<file path="config.mk">
export PLATFORM = sky130hd
export DESIGN_NAME = fir_tdm_mac
export DESIGN_NICKNAME = d
export VERILOG_FILES = /design/src/rtl/fir_pkg.sv /design/src/rtl/fir_seq.sv /design/src/rtl/fir_sample_ring.sv /design/src/rtl/fir_coef_ring.sv /design/src/rtl/fir_mac.sv /design/src/rtl/fir_tdm_mac.sv
export SDC_FILE = /design/constraint.sdc
export NUM_CORES = 1
export LEC_CHECK = 0
export ABC_AREA = 1
export BUFFER_PORTS_ARGS = -buffer_cell sky130_fd_sc_hd__buf_4
export CORE_AREA = 2 2 241 243
export CTS_CLUSTER_SIZE = 16
export DETAILED_ROUTE_END_ITERATION = 10
export DIE_AREA = 0 0 243 245
export HOLD_SLACK_MARGIN = 0.03
export PLACE_DENSITY_LB_ADDON = 0.2
export SLEW_MARGIN = 5
export SYNTH_ARGS = -nofsm -noshare
export SYNTH_HDL_FRONTEND = slang
export SYNTH_SLANG_ARGS = --single-unit
</file>
<file path="constraint.sdc">
create_clock -name clk -period 12.6 [get_ports clk]
set_input_delay 3.78 -clock clk [delete_from_list [all_inputs] [get_ports clk]]
set_output_delay 3.78 -clock clk [all_outputs]
set_load 0.03 [all_outputs]
</file>
<file path="src/rtl/fir_pkg.sv">
package fir_pkg;

    localparam int unsigned FIR_DATA_W = 16;
    localparam int unsigned FIR_TAPS   = 8;
    localparam int unsigned FIR_ACC_W  = 2 * FIR_DATA_W;

    typedef enum logic {
        SEQ_IDLE = 1'b0,
        SEQ_RUN  = 1'b1
    } seq_state_e;

    // Per-clock control word broadcast by the sequencer
    typedef struct packed {
        logic step;   // a tap is processed this clock
        logic first;  // tap 0: sample accepted, accumulator restarts
        logic last;   // final tap: result goes to the output register
    } tap_ctl_t;

    function automatic int unsigned cnt_width(input int unsigned taps);
        return (taps > 1) ? $clog2(taps) : 1;
    endfunction

endpackage

</file>
<file path="src/rtl/fir_seq.sv">
module fir_seq
    import fir_pkg::*;
#(
    parameter int unsigned TAPS = FIR_TAPS
) (
    input  logic     clk,
    input  logic     rst,
    input  logic     in_valid,
    output logic     in_ready,
    output tap_ctl_t ctl
);
    localparam int unsigned CNT_W = cnt_width(TAPS);
    localparam logic [CNT_W-1:0] LAST_TAP = CNT_W'(TAPS - 1);

    seq_state_e       state_q;
    logic [CNT_W-1:0] tap_q;

    always_comb begin
        in_ready  = (state_q == SEQ_IDLE);
        ctl.first = in_valid && (state_q == SEQ_IDLE);
        ctl.step  = ctl.first || (state_q == SEQ_RUN);
        ctl.last  = (state_q == SEQ_RUN) && (tap_q == LAST_TAP);
    end

    always_ff @(posedge clk) begin
        if (rst) begin
            state_q <= SEQ_IDLE;
            tap_q   <= '0;
        end else begin
            case (state_q)
                SEQ_IDLE: begin
                    if (ctl.first) begin
                        state_q <= SEQ_RUN;
                        tap_q   <= CNT_W'(1);
                    end
                end
                SEQ_RUN: begin
                    if (tap_q == LAST_TAP) begin
                        state_q <= SEQ_IDLE;
                        tap_q   <= '0;
                    end else begin
                        tap_q <= tap_q + CNT_W'(1);
                    end
                end
                default: begin
                    state_q <= SEQ_IDLE;
                    tap_q   <= '0;
                end
            endcase
        end
    end

    // Checker: length of each busy stretch
    logic [CNT_W:0] busy_run_q;
    always_ff @(posedge clk) begin
        if (rst)           busy_run_q <= '0;
        else if (in_ready) busy_run_q <= '0;
        else               busy_run_q <= busy_run_q + 1'b1;
    end

    p_busy_after_accept_r2: assert property (@(posedge clk) disable iff (rst)
        (in_valid && in_ready) |=> !in_ready)
        else $error("sequencer still ready after accepting a sample");

    p_busy_span_r2: assert property (@(posedge clk) disable iff (rst)
        $rose(in_ready) |-> (busy_run_q == (CNT_W+1)'(TAPS - 1)))
        else $error("busy window length differs from TAPS-1");

endmodule

</file>
<file path="src/rtl/fir_sample_ring.sv">
module fir_sample_ring
    import fir_pkg::*;
#(
    parameter int unsigned DATA_W = FIR_DATA_W,
    parameter int unsigned TAPS   = FIR_TAPS
) (
    input  logic                     clk,
    input  logic                     rst,
    input  logic                     tap_first,
    input  logic                     tap_step,
    input  logic signed [DATA_W-1:0] in_data,
    output logic signed [DATA_W-1:0] x_out
);
    localparam int unsigned HIST = TAPS - 1;

    // cur_q: newest sample; hist_q[0] = next older, hist_q[HIST-1] = oldest kept
    logic signed [DATA_W-1:0] cur_q;
    logic signed [DATA_W-1:0] hist_q [HIST];

    always_ff @(posedge clk) begin
        if (rst)            cur_q <= '0;
        else if (tap_first) cur_q <= in_data;
    end

    for (genvar i = 0; i < HIST; i++) begin : g_hist
        if (i == 0) begin : g_head
            always_ff @(posedge clk) begin
                if (rst)            hist_q[i] <= '0;
                else if (tap_first) hist_q[i] <= cur_q;
                else if (tap_step)  hist_q[i] <= hist_q[(i + 1) % HIST];
            end
        end else begin : g_body
            always_ff @(posedge clk) begin
                if (rst)            hist_q[i] <= '0;
                else if (tap_first) hist_q[i] <= hist_q[i - 1];
                else if (tap_step)  hist_q[i] <= hist_q[(i + 1) % HIST];
            end
        end
    end

    // Tap 0 multiplies the arriving sample, later taps read the ring head
    assign x_out = tap_first ? in_data : hist_q[0];

    p_first_has_step_r10: assert property (@(posedge clk) disable iff (rst)
        (!tap_step) |=> $stable(cur_q))
        else $error("newest sample changed on an idle clock");

endmodule

</file>
<file path="src/rtl/fir_coef_ring.sv">
module fir_coef_ring
    import fir_pkg::*;
#(
    parameter int unsigned DATA_W = FIR_DATA_W,
    parameter int unsigned TAPS   = FIR_TAPS
) (
    input  logic                      clk,
    input  logic                      rst,
    input  tap_ctl_t                  ctl,
    input  logic                      idle,
    input  logic                      wr_en,
    input  logic [$clog2(TAPS)-1:0]   wr_addr,
    input  logic signed [DATA_W-1:0]  wr_data,
    output logic signed [DATA_W-1:0]  c_out
);
    localparam int unsigned ADDR_W = $clog2(TAPS);
    localparam int unsigned FLAT_W = TAPS * DATA_W;

    logic signed [DATA_W-1:0] coef_q [TAPS];
    logic                     wr_ok;

    assign wr_ok = idle && wr_en && !ctl.first;

    for (genvar i = 0; i < TAPS; i++) begin : g_coef
        always_ff @(posedge clk) begin
            if (rst)
                coef_q[i] <= '0;
            else if (wr_ok && (wr_addr == ADDR_W'(i)))
                coef_q[i] <= wr_data;
            else if (ctl.step)
                coef_q[i] <= coef_q[(i + 1) % TAPS];
        end
    end

    assign c_out = coef_q[0];

    // Checker: the ring must be back in home order after a full filter cycle
    logic [FLAT_W-1:0] ring_flat;
    logic [FLAT_W-1:0] snap_q;

    always_comb begin
        for (int i = 0; i < TAPS; i++) begin
            ring_flat[i*DATA_W +: DATA_W] = coef_q[i];
        end
    end

    always_ff @(posedge clk) begin
        if (rst)            snap_q <= '0;
        else if (ctl.first) snap_q <= ring_flat;
    end

    p_ring_home_r7: assert property (@(posedge clk) disable iff (rst)
        ctl.last |=> (ring_flat == snap_q))
        else $error("coefficient ring not restored after filter cycle");

endmodule

</file>
<file path="src/rtl/fir_mac.sv">
module fir_mac
    import fir_pkg::*;
#(
    parameter int unsigned DATA_W = FIR_DATA_W,
    parameter int unsigned ACC_W  = FIR_ACC_W
) (
    input  logic                     clk,
    input  logic                     rst,
    input  tap_ctl_t                 ctl,
    input  logic signed [DATA_W-1:0] x_in,
    input  logic signed [DATA_W-1:0] c_in,
    output logic                     out_valid,
    output logic signed [ACC_W-1:0]  out_data
);
    localparam int unsigned PROD_W = 2 * DATA_W;

    logic signed [PROD_W-1:0] prod;
    logic signed [ACC_W-1:0]  prod_ext;
    logic signed [ACC_W-1:0]  acc_q;
    logic signed [ACC_W-1:0]  sum;

    always_comb begin
        prod     = x_in * c_in;
        prod_ext = ACC_W'($signed(prod));
        sum      = ctl.first ? prod_ext : (acc_q + prod_ext);
    end

    always_ff @(posedge clk) begin
        if (rst) begin
            acc_q     <= '0;
            out_valid <= 1'b0;
            out_data  <= '0;
        end else begin
            if (ctl.step) acc_q <= sum;
            out_valid <= ctl.last;
            if (ctl.last) out_data <= sum;
        end
    end

    p_pulse_one_r3: assert property (@(posedge clk) disable iff (rst)
        out_valid |=> !out_valid)
        else $error("result pulse longer than one clock");

    p_hold_result_r9: assert property (@(posedge clk) disable iff (rst)
        (!out_valid) |-> $stable(out_data))
        else $error("result changed without a pulse");

endmodule

</file>
<file path="src/rtl/fir_tdm_mac.sv">
module fir_tdm_mac
    import fir_pkg::*;
#(
    parameter int unsigned DATA_W = FIR_DATA_W,
    parameter int unsigned TAPS   = FIR_TAPS,
    parameter int unsigned ACC_W  = FIR_ACC_W
) (
    input  logic                      clk,
    input  logic                      rst,
    input  logic                      coef_we,
    input  logic [$clog2(TAPS)-1:0]   coef_addr,
    input  logic signed [DATA_W-1:0]  coef_data,
    input  logic                      in_valid,
    input  logic signed [DATA_W-1:0]  in_data,
    output logic                      in_ready,
    output logic                      out_valid,
    output logic signed [ACC_W-1:0]   out_data
);
    tap_ctl_t                 ctl;
    logic signed [DATA_W-1:0] x_op;
    logic signed [DATA_W-1:0] c_op;

    fir_seq #(
        .TAPS (TAPS)
    ) u_seq (
        .clk      (clk),
        .rst      (rst),
        .in_valid (in_valid),
        .in_ready (in_ready),
        .ctl      (ctl)
    );

    fir_sample_ring #(
        .DATA_W (DATA_W),
        .TAPS   (TAPS)
    ) u_samples (
        .clk       (clk),
        .rst       (rst),
        .tap_first (ctl.first),
        .tap_step  (ctl.step),
        .in_data   (in_data),
        .x_out     (x_op)
    );

    fir_coef_ring #(
        .DATA_W (DATA_W),
        .TAPS   (TAPS)
    ) u_coefs (
        .clk     (clk),
        .rst     (rst),
        .ctl     (ctl),
        .idle    (in_ready),
        .wr_en   (coef_we),
        .wr_addr (coef_addr),
        .wr_data (coef_data),
        .c_out   (c_op)
    );

    fir_mac #(
        .DATA_W (DATA_W),
        .ACC_W  (ACC_W)
    ) u_mac (
        .clk       (clk),
        .rst       (rst),
        .ctl       (ctl),
        .x_in      (x_op),
        .c_in      (c_op),
        .out_valid (out_valid),
        .out_data  (out_data)
    );

    p_last_gives_result_r3: assert property (@(posedge clk) disable iff (rst)
        ctl.last |=> out_valid)
        else $error("final tap not followed by a result pulse");

    p_ready_with_result_r11: assert property (@(posedge clk) disable iff (rst)
        out_valid |-> in_ready)
        else $error("filter busy while presenting a result");

endmodule

</file>
Yosys cells after proc, flatten, opt, wreduce, memory -nomap -nowiden:

Memory sizes are Yosys's and may differ from the RTL's.
Cells that the tools add are included.

* add/subtract/negate cells: 2
* $mul: 1
* divide/modulo/power cells: 0
* order comparisons: 0
* equality and inequality tests: 9
* shift operators: 0
* mux-type cells: 94
* bitwise operators: 31
* reductions and logical operators: 15

Operator list (count)
* 16-bit 2-to-1 mux: 31
* 1-bit 2-to-1 mux: 58
* 32-bit adder: 1
* 16-bit by 16-bit multiplier with 32-bit output: 1
* 32-bit 2-to-1 mux: 1
* 1-bit bitwise OR: 30
* 3-bit equality test (second input constant): 5
* 1-bit logical AND: 12
* 3-bit by 2-bit equality test with 1-bit output (second input constant): 2
* 3-bit 2-to-1 mux: 2
* 3-bit case mux with 2 select lines: 1
* 3-bit by 1-bit adder with 3-bit output (second input constant): 1
* 3-bit by 1-bit equality test with 1-bit output (second input constant): 1
* 3-bit logical NOT: 1
* 2-bit != test (second input constant): 1
* 1-bit case mux with 2 select lines: 1
* 1-bit logical NOT: 1
* 1-bit logical OR: 1
* 1-bit NOT: 1

* register bits after elaboration: 85
* bits in latches: 0
* RAM bits: 240
* bits in read-only memories: 0
* bits of input ports: 39
* output and inout port bits: 34
* word-level logic and storage cells: 160
* memories kept: 2

Memories
* u_coefs.coef_q: depth 8, bits a word 16, read ports 8, clocked after Yosys merged registers in 0, write ports 8, line fir_coef_ring.sv:19 `logic signed [DATA_W-1:0] coef_q [TAPS];`
* u_samples.hist_q: depth 7, bits a word 16, read ports 7, clocked after Yosys merged registers in 0, write ports 7, line fir_sample_ring.sv:18 `logic signed [DATA_W-1:0] hist_q [HIST];`

Depth between registers and ports, before layout:

Gate-level depths: netlist of the first run.

* word-level depth: 10
* mapped depth: 45
* gate-level depth less buffers: 43

By module:

From an unflattened synthesis of the first run, not the netlist that was laid out.

* cells, all modules: 3562
* area, all modules: 28070.7 um^2

Modules (own cells, without submodules)
* fir_mac: instances 1, cells each 2284, area each 15792.6 um^2, seq. area each 1301.2 um^2
* fir_coef_ring: instances 1, cells each 657, area each 6351.1 um^2, seq. area each 3843.7 um^2
* fir_sample_ring: instances 1, cells each 594, area each 5729.2 um^2, seq. area each 3683.5 um^2
* fir_seq: instances 1, cells each 27, area each 197.7 um^2, seq. area each 80.1 um^2

Least setup slack after synthesis of the first run:

OpenSTA, ideal clock, no wires.

* path type: input-to-reg
* start point: in in_valid
* end point: reg u_mac.out_data[31]
* library setup time: 0.109 ns
* data arrival time: 10.372 ns
* required time: 12.491 ns
* setup slack: 2.119 ns
* stages on the path: 41
* path buffers: 2
* cell sequence: inv_1 > nor2_2 > buf_2 > buf_4 > nand2_1 > o21ai_2 > nand2_1 > fa_1 > inv_1 > fa_1 > inv_1 > fa_1 > inv_1 > fa_1 > fa_1 > inv_1 > fa_1 > inv_1 > [5 not listed] > a21oi_1 > or2_1 > and2_1 > ha_1 > nand2_1 > inv_1 > nand2_1 > nand2_1 > nand2_1 > nand2_1 > a21oi_1 > nand3_2 > nand2_1 > nor2_1 > nand2_1 > nand3_1 > nand2_1 > inv_1

* cells in the longest elaborated chain, start to end: 5

RTL lines
* from (decl): line fir_tdm_mac.sv:13 `input logic in_valid,`
* 1-bit logical AND (*): line fir_seq.sv:20 `ctl.first = in_valid && (state_q == SEQ_IDLE);`
* 16-bit 2-to-1 mux: line fir_sample_ring.sv:42 `assign x_out = tap_first ? in_data : hist_q[0];`
* 16-bit by 16-bit multiplier with 32-bit output: line fir_mac.sv:23 `prod = x_in * c_in;`
* 32-bit adder: line fir_mac.sv:25 `sum = ctl.first ? prod_ext : (acc_q + prod_ext);`
* 32-bit 2-to-1 mux (*): line fir_mac.sv:25
* to (signal assigned): line fir_mac.sv:36 `if (ctl.last) out_data <= sum;`
* to (decl): line fir_mac.sv:13 `output logic signed [ACC_W-1:0] out_data`

Every way passes the cells marked *; elsewhere a longest branch is shown, timed or not.
A chain may end at the register's enable or synchronous reset.

Worst setup path in the final report of the first run:

Same ends and word-level chain as after synthesis.

==> results of run 1 <==
## kinds of logic after synthesis
kind of cell,count (synthesis),synth area share
AO/OA/AOI/OAI,447,0.0946
buffers and inverters,701,0.103
flip-flops,325,0.342
adder cells (fa/ha/maj),380,0.259
XOR/XNOR,25,0.00928
AND/OR/NAND/NOR,1222,0.192
multiplexers,2,0.000769
## worst min-delay path by stage
stage,startpoint,endpoint,depth (start not counted)
3_5_place_dp,u_samples.cur_q[0]$_SDFFE_PP0N_,u_samples.cur_q[0]$_SDFFE_PP0N_,2
5_1_grt,u_samples.cur_q[0]$_SDFFE_PP0N_,u_samples.cur_q[0]$_SDFFE_PP0N_,2
6_report,u_mac.acc_q[22]$_SDFFE_PP0N_,u_mac.acc_q[22]$_SDFFE_PP0N_,2
3_3_place_gp,u_mac.acc_q[30]$_SDFFE_PP0N_,u_mac.acc_q[30]$_SDFFE_PP0N_,2
4_1_cts,u_samples.cur_q[0]$_SDFFE_PP0N_,u_samples.cur_q[0]$_SDFFE_PP0N_,2
2_1_floorplan,u_mac.acc_q[21]$_SDFFE_PP0N_,u_mac.acc_q[21]$_SDFFE_PP0N_,2
## final cells by class
cell class                      instances  area share
Clock inverter                         16     0.00464
Inverter                              597      0.0785
Tap cell                              765      0.0335
Sequential cell                       325       0.312
Clock buffer                           52      0.0361
Timing Repair Buffer                  108      0.0288
Multi-Input combinational cell       2076       0.507
## critical path, delay by kind of cell
kind            cells  cell delay, ns
fa+ha+maj           8            3.67
compound gates      3            0.66
simple gates       18            2.77
buf+inv            10            1.58
## flip-flops by register name (all words and copies together) (netlist names)
signal	cells
u_coefs.coef_q	128
u_samples.hist_q	112
u_mac.acc_q	32
u_mac.out_data	32
u_samples.cur_q	16
u_seq.tap_q	3
u_mac.out_valid	1
u_seq.state_q	1
## layer usage
metal	wire [um]	share of wire	vias to the layer above	GRT usage
met1	33100	0.44	10297	0.350
met2	34800	0.46	761	0.422
met3	4730	0.063	140	0.0368
met4	2490	0.033	0	0.0891
met5	0	0	-	0
li1	-	-	9876	-
## where the power goes
group	internal, uW	leakage, uW	total (uW)	switching, uW
sequential	1260	0.00341	1310	57.6
combinational	1010	0.00948	3080	2070
clock	599	0.000569	1050	449
total	2860	0.0135	5440	2580
## through the flow
stage,util,hold WS (ns),cells,worst slack (ns)
after floorplan,-,0.432,3102,2.12
after global placement,0.480,0.445,3871,0.0195
after detailed placement,0.480,0.453,3871,0.100
after CTS,0.501,0.461,3939,0.683
after global routing,0.501,0.479,3939,0.0330
final,0.501,0.462,3939,0.530
## cells in the final DEF, fill, tap and decap left out, types with 14 or more instances in the layout
master and instances:
xor2_1 17, nand3_1 140, ha_1 117, edfxtp_1 240, buf_4 107, inv_2 18, nand4_1 14, nand2_1 731
clkbuf_16 38, a21oi_1 114, nor2_1 278, o21ai_0 207, o21ai_2 14, inv_1 572, o22ai_1 64, fa_1 263
dfxtp_1 85, o21ai_1 16
==> impl_metrics.yaml, run 1 <==
layout:
  seq_area_sq_mm: 0.00891
  diodes: 0
  layout.nets: 3565
  nFillCells: 5556
  multi_input_area_sq_mm: 0.0145
  post-route-cell-area_sq_mm: 0.0286
  drive_gt1_frac: 0.0737
  areaGrowthSynthToFinish_pct: 9.77
routing:
  viasPerCell: 5.35
  firstDrtPassIters: 6
  wl_per_cell_um: 19.1
  vias: 21074
  drc: 0
  ant_nets: 0
  drt_iter0_drc: 1649
  routed_wl_um: 75000
setup_path:
  crit_path_top_delay_cell: "fa_1"
  cp-startpoint: "in_valid"
  reg2reg_depth: 38
  path_common_cell: "nand2_1"
  cp-endpoint: "u_mac.out_data[31]$_SDFFE_PP0P_"
  r2r-end: "u_mac.out_data[31]$_SDFFE_PP0P_"
  crit-reg2reg-launch: "u_seq.state_q$_SDFF_PP0_"
  cp.required_ns: 13.04
  cp.arrival_ns: 12.51
  end_kind: "register"
  startpoint_type: "input port"
  critical_path_class: "input port to register"
  crit_path_max_incr_delay_ns: 0.57
  cp_max_fo: 14
  r2r_slack_ns: 3.29
pwr:
  power.leakage_uw: 0.0135
  p_total_uw: 5440
  pwr_density_cell_mw_per_mm2: 190
  ir_worst_vdd_v: 0.000101
placement:
  hpwl_um: 58500
  gp_congestion: 0.985
  place_area_sq_mm: 0.0274
  portBuffers: 72
clock_tree:
  cts_buffers: 38
  cts.htree.levels: 2
  tritoncts: "yes"
  post-cts-setup-buffer-count: 0
  cts.hold.buffers_added: 0
  cts_sinks: 325
  clk_latency_ns: 0.57
  cts_max_path_buffers: 3
  ctsResizeCount: 0
  clk_pin_slew_ns: 0.06
  cts-root-buf: "clkbuf_16"
timing:
  maxSlewHeadroom: 0.193
  rsz0062_at_grt: "false"
  tightest_slew_ns: 1.21
  setup_tns_ns: 0
  finalClockSkew_ns: 0.0322
  fin_crit_sh: 0.958
  slew_viol_final: 0
  finalCriticalPeriod_ns: 12.07
  timing.fmax_mhz: 82.8
  finalHoldViolations: 0
  finalSetupViolCount: 0
floorplanning:
  initial_utilization: 0.456
  die_w_um: 243
  fp.dieArea_sq_mm: 0.0595
  row_count: 88
  die_y_um: 245
  ios: 73
  core_sq_mm: 0.0570
global_routing:
  grt_pass1_vias: 21310
  grt.total_usage: 0.257
  grt_max_degree: 113
  grt_antenna_before_repair: 0
  gr-total-overflow: 0
  grt_pass1_wl_um: 120000
synthesis:
  synth-seq-cells: 325
  synth_nets: 3521
  synthMostInstantiatedCell: "nand2_1"
  ys_warn_count: 0
  syn_avg_cell_area_sq_um: 8.39
  synthDistinctLibCells: 45
  yosysSeqAreaShare: 0.342
  synthTopCellsByArea: "edfxtp_1 (28%), fa_1 (20%), nand2_1 (11%)"
  netlist_top_cells_count: "nand2_1 (733), inv_1 (573), nor2_1 (280), fa_1 (263), edfxtp_1 (240)"
  ys_async_sr_fraction: 0
  syn_inst: 3102
  synth.top_cell.area_share: 0.277
  yosysTopAreaCell: "edfxtp_1"
  synth.cell_area_sq_mm: 0.0260
  synth_edf_count: 240
  ys.flop_type: "edfxtp_1"
outcome:
  status: "finished, final reports clean"
min_path:
  hp-class: "register to register"
run:
  maxCapViolCount: 0
No activity file was read; power rests on OpenSTA's default activity.
==> run 2: changes to the inputs <==
==> constraint.sdc (replaced) <==
create_clock -name clk -period 14.54 [get_ports clk]
set_input_delay 4.362 -clock clk [delete_from_list [all_inputs] [get_ports clk]]
set_output_delay 4.362 -clock clk [all_outputs]
set_load 0.03 [all_outputs]
==> run 2 against run 1 <==
  * Critical path depth increased by 1
  * Wire length is 1.6% lower
  * Die area is the same
  * Critical endpoint is now u_mac.out_data[28]$_SDFFE_PP0P_
  * Critical path type unchanged
  * Cell area down 0.61%
  * Highest routed layer unchanged
  * Sequential power decreased by 13%
  * Clock power shrank 16%
  * Via count shrank 2.5%
  * Non-clock buffer count shrank 15
  * Utilization fell by 0.31 points
==> impl_metrics.yaml, run 2 (synthesized netlist as in run 1, its figures left out) <==
floorplanning:
  initial_utilization: 0.456
  core_sq_mm: 0.0570
  die_w_um: 243
  ios: 73
  row_count: 88
  fp.dieArea_sq_mm: 0.0595
  die_y_um: 245
routing:
  viasPerCell: 5.24
  drt_iter0_drc: 1458
  firstDrtPassIters: 8
  ant_nets: 0
  routed_wl_um: 73800
  drc: 0
  vias: 20545
  wl_per_cell_um: 18.8
clock_tree:
  clk_latency_ns: 0.56
  clk_pin_slew_ns: 0.06
  ctsResizeCount: 0
  post-cts-setup-buffer-count: 0
  cts.hold.buffers_added: 0
  cts.htree.levels: 2
  cts_max_path_buffers: 3
  cts_buffers: 38
  tritoncts: "yes"
  cts_sinks: 325
  cts-root-buf: "clkbuf_16"
placement:
  hpwl_um: 57700
  dp.cells: 3856
  gp_congestion: 0.971
  portBuffers: 72
setup_path:
  path_common_cell: "nand2_1"
  cp.arrival_ns: 12.94
  crit_path_max_incr_delay_ns: 0.61
  critical_path_class: "input port to register"
  end_kind: "register"
  crit_path_top_delay_cell: "buf_4"
  cp_max_fo: 56
  startpoint_type: "input port"
  path_buf_inv: 10
  cp.required_ns: 14.99
  cp_top_family: "adder cells"
layout:
  layout_common_cells: "nand2_1 (731), inv_1 (572), nor2_1 (278)"
  layout.nets: 3550
  reg_top3: "u_coefs.coef_q x128, u_samples.hist_q x112"
  drive_gt1_frac: 0.0674
  diodes: 0
  fin_util: 0.498
  areaGrowthSynthToFinish_pct: 9.09
  stdcell_count: 3924
  layout_commonest_cell: "nand2_1"
  nFillCells: 5540
  largest_reg_flops: 128
  top_register: "u_coefs.coef_q"
timing:
  tightest_slew_ns: 1.16
  finalCriticalPeriod_ns: 12.49
  finalSetupViolCount: 0
  rsz0062_at_grt: "false"
  fin_crit_sh: 0.859
  finalClockSkew_ns: 0.0181
  setup_tns_ns: 0
  maxSlewHeadroom: 0.225
  slew_viol_final: 0
  timing.fmax_mhz: 80.1
  finalHoldViolations: 0
run:
  maxCapViolCount: 0
global_routing:
  grt_pass1_wl_um: 119000
  gr-total-overflow: 0
  grt_max_degree: 113
  grt.total_usage: 0.256
  grt_pass1_vias: 20856
  grt_antenna_before_repair: 0
min_path:
  hp-class: "register to register"
pwr:
  pwr_density_cell_mw_per_mm2: 167
  power.leakage_uw: 0.0134
  ir_worst_vdd_v: 0.000105
outcome:
  status: "finished, final reports clean"
==> run 2: final cells by class <==
class                   count  area [sq um]  share of cell area
clock buffers              49          1010              0.0357
clock inverters            19           100             0.00353
inverters                 597          2240              0.0790
multi-input cells        2076         14500               0.510
flip-flops and latches    325          8910               0.314
well taps                 765           957              0.0337
repair buffers             93           698              0.0246
==> run 2: metal layers <==
metal | routed length, um | up-vias | global-route usage | part of all wire
met2 | 34200 | 627 | 0.416 | 0.46
li1 | - | 9847 | - | -
met5 | 0 | - | 0 | 0
met3 | 4510 | 112 | 0.0394 | 0.061
met4 | 1680 | 0 | 0.0653 | 0.023
met1 | 33500 | 9959 | 0.359 | 0.45
==> run 2: worst register-to-register path: cells and delay by family (launching register included) <==
family,cells,cell delay (ns)
AO/OA/AOI/OAI,1,0.31
adder cells (fa/ha/maj),8,3.74
buffers and inverters,9,1.60
flip-flops,1,0.30
AND/OR/NAND/NOR,21,3.04
==> run 2: worst paths after layout <==
path | slack [ns] | to | cells after the start | startpoint
setup / recovery | 2.05 | u_mac.out_data[28]$_SDFFE_PP0P_ | 40 | in_valid
hold / removal | 0.46 | u_mac.acc_q[16]$_SDFFE_PP0N_ | 2 | u_mac.acc_q[16]$_SDFFE_PP0N_
setup reg to reg | 5.43 | u_mac.out_data[28]$_SDFFE_PP0P_ | 39 | u_seq.state_q$_SDFF_PP0_
hold reg to reg | 0.46 | u_mac.acc_q[16]$_SDFFE_PP0N_ | 2 | u_mac.acc_q[16]$_SDFFE_PP0N_
==> run 2: per-stage QoR <==
stage	cell area (sq um)	worst slack (ns)	power, uW	hold WS (ns)
finish	28400	2.05	4730	0.459
global route	28400	1.41	5140	0.475
CTS	28400	2.13	4750	0.459
detailed placement	27300	1.59	3850	0.449
global placement	27300	1.54	3850	0.444
floorplan	26000	3.48	3050	0.432
==> run 2: power breakdown <==
part	internal, uW	leakage [uW]	switching, uW
Sequential	1090	0.00341	50.7
Clock	493	0.000545	384
Combinational	878	0.00940	1840
==> run 3: changes to the inputs <==
--- a/config.mk
+++ b/config.mk
@@ -7,10 +7,11 @@
 export LEC_CHECK = 0
 export ABC_AREA = 1
 export BUFFER_PORTS_ARGS = -buffer_cell sky130_fd_sc_hd__buf_4
-export CORE_AREA = 2 2 241 243
+export CORE_AREA = 2 2 232 234
+export CTS_BUF_LIST = sky130_fd_sc_hd__clkbuf_8
 export CTS_CLUSTER_SIZE = 16
 export DETAILED_ROUTE_END_ITERATION = 10
-export DIE_AREA = 0 0 243 245
+export DIE_AREA = 0 0 234 236
 export HOLD_SLACK_MARGIN = 0.03
 export PLACE_DENSITY_LB_ADDON = 0.2
 export SLEW_MARGIN = 5
==> run 3 against run 2 <==
  * Global-route usage increased by 2.6 points
  * Total power increased by 0.34%
  * Cell count decreased by 0.87%
  * Utilization increased by 3.6 points
  * Clock skew increased by 0.0023 ns
  * Critical path depth decreased by 4
  * Non-clock buffer count decreased by 1
  * Hold slack improved by 0.00077 ns
  * Sequential share of layout area about the same
  * Maximum frequency decreased by 4.2%
  * Largest cell class unchanged
==> impl_metrics.yaml, run 3 (synthesized netlist as in run 1, its figures left out) <==
floorplanning:
  die_y_um: 236
  initial_utilization: 0.490
  fp.dieArea_sq_mm: 0.0552
  die_w_um: 234
  ios: 73
  row_count: 85
  core_sq_mm: 0.0531
layout:
  fin_util: 0.534
  layout_commonest_cell: "nand2_1"
  largest_reg_flops: 128
  reg_top3: "u_coefs.coef_q x128, u_samples.hist_q x112"
  layout_common_cells: "nand2_1 (731), inv_1 (588), nor2_1 (278)"
  areaGrowthSynthToFinish_pct: 8.92
  drive_gt1_frac: 0.0764
  top_register: "u_coefs.coef_q"
  stdcell_count: 3890
  layout.nets: 3567
setup_path:
  cp_max_fo: 22
  path_common_cell: "nand2_1"
  startpoint_type: "input port"
  cp.required_ns: 15.10
  crit_path_top_delay_cell: "fa_1"
  cp.arrival_ns: 13.59
  crit_path_max_incr_delay_ns: 0.56
  critical_path_class: "input port to register"
  reg2reg_depth: 35
  end_kind: "register"
timing:
  timing.fmax_mhz: 76.7
  setup_tns_ns: 0
  finalHoldViolations: 0
  finalSetupViolCount: 0
  rsz0062_at_grt: "false"
  finalCriticalPeriod_ns: 13.04
  slew_viol_final: 0
  maxSlewHeadroom: 0.162
  fin_crit_sh: 0.897
  finalClockSkew_ns: 0.0204
  finalWorstSetupSlack_ns: 1.50
  tightest_slew_ns: 1.26
global_routing:
  grt_max_degree: 99
  grt_antenna_before_repair: 1
  grt_pass1_vias: 21597
  grt_pass1_wl_um: 120000
  grt.total_usage: 0.281
  gr-total-overflow: 0
routing:
  wl_per_cell_um: 19.4
  firstDrtPassIters: 5
  viasPerCell: 5.42
  vias: 21090
  drt_iter0_drc: 1838
  routed_wl_um: 75400
  drc: 0
  ant_nets: 0
clock_tree:
  cts-root-buf: "clkbuf_8"
  clk_pin_slew_ns: 0.06
  cts.htree.levels: 2
  cts_max_path_buffers: 3
  cts_buffers: 56
  ctsResizeCount: 0
  cts.hold.buffers_added: 0
  tritoncts: "yes"
  clk_latency_ns: 0.66
  cts_sinks: 325
  post-cts-setup-buffer-count: 0
placement:
  pre_cts_slack_ns: 0.802
  dp.cells: 3786
  hpwl_um: 57800
  gp_congestion: 0.953
  portBuffers: 72
pwr:
  seq_power_share: 0.240
  switching_share: 0.488
  pwr-share-comb: 0.577
  pwr_density_cell_mw_per_mm2: 168
  ir_worst_vdd_v: 0.000160
  p_int_uw: 2430
  power.leakage_uw: 0.0135
  switchingPower_uw: 2320
  clockPowerShare: 0.184
min_path:
  hp-class: "register to register"
  whs_path_depth: 2
outcome:
  status: "finished, final reports clean"
run:
  maxCapViolCount: 0
run 3: metal layers:
layer	vias to the layer above	part of all wire	wire length [um]	track usage
met5	-	0	0	0
met4	0	0.033	2480	0.0938
met3	133	0.064	4800	0.0401
met2	732	0.47	35100	0.456
met1	10351	0.44	32900	0.388
li1	9874	-	-	-
run 3: cell type report:
cell class                 count  area [sq um]
fill                        4988         24700
multi-input combinational   2076         14500
sequential                   325          8910
inverter                     597          2240
clock buffer                  66           908
tap                          696           871
timing repair buffer          92           691
clock inverter                37           253
antenna                        1          2.50
run 3: final timing paths:
kind / start / end / slack, ns
min reg2reg: u_mac.acc_q[28]$_SDFFE_PP0N_ / u_mac.acc_q[28]$_SDFFE_PP0N_ / 0.46
max: in_valid / u_mac.out_data[30]$_SDFFE_PP0P_ / 1.50
max reg2reg: u_seq.state_q$_SDFF_PP0_ / u_mac.out_data[30]$_SDFFE_PP0P_ / 4.72
min: u_mac.acc_q[28]$_SDFFE_PP0N_ / u_mac.acc_q[28]$_SDFFE_PP0N_ / 0.46
run 3: stage by stage:
stage                     cell area, sq um  power (uW)  hold slack, ns
after floorplan                      26000        3050           0.432
after global placement               27200        3860           0.442
after detailed placement             27200        3860           0.448
after CTS                            28300        4760           0.462
after global routing                 28300        5160           0.466
final                                28300        4750           0.460
run 3: worst max-delay path: cells and delay by family:
| kind | cells | cell delay, ns |
|---|---|---|
| adders and majority gates | 8 | 3.76 |
| buffers and inverters | 7 | 1.37 |
| and+or+nand+nor | 17 | 3.05 |
| AOI/OAI and AO/OA | 4 | 1.06 |
run 3: power groups by stage:
stage,Combinational [uW],Sequential [uW],Clock [uW]
finish,2740,1140,872
global route,3080,1150,932
CTS,2730,1140,894
detailed placement,2710,1150,0
global placement,2710,1150,0
floorplan,1920,1130,0
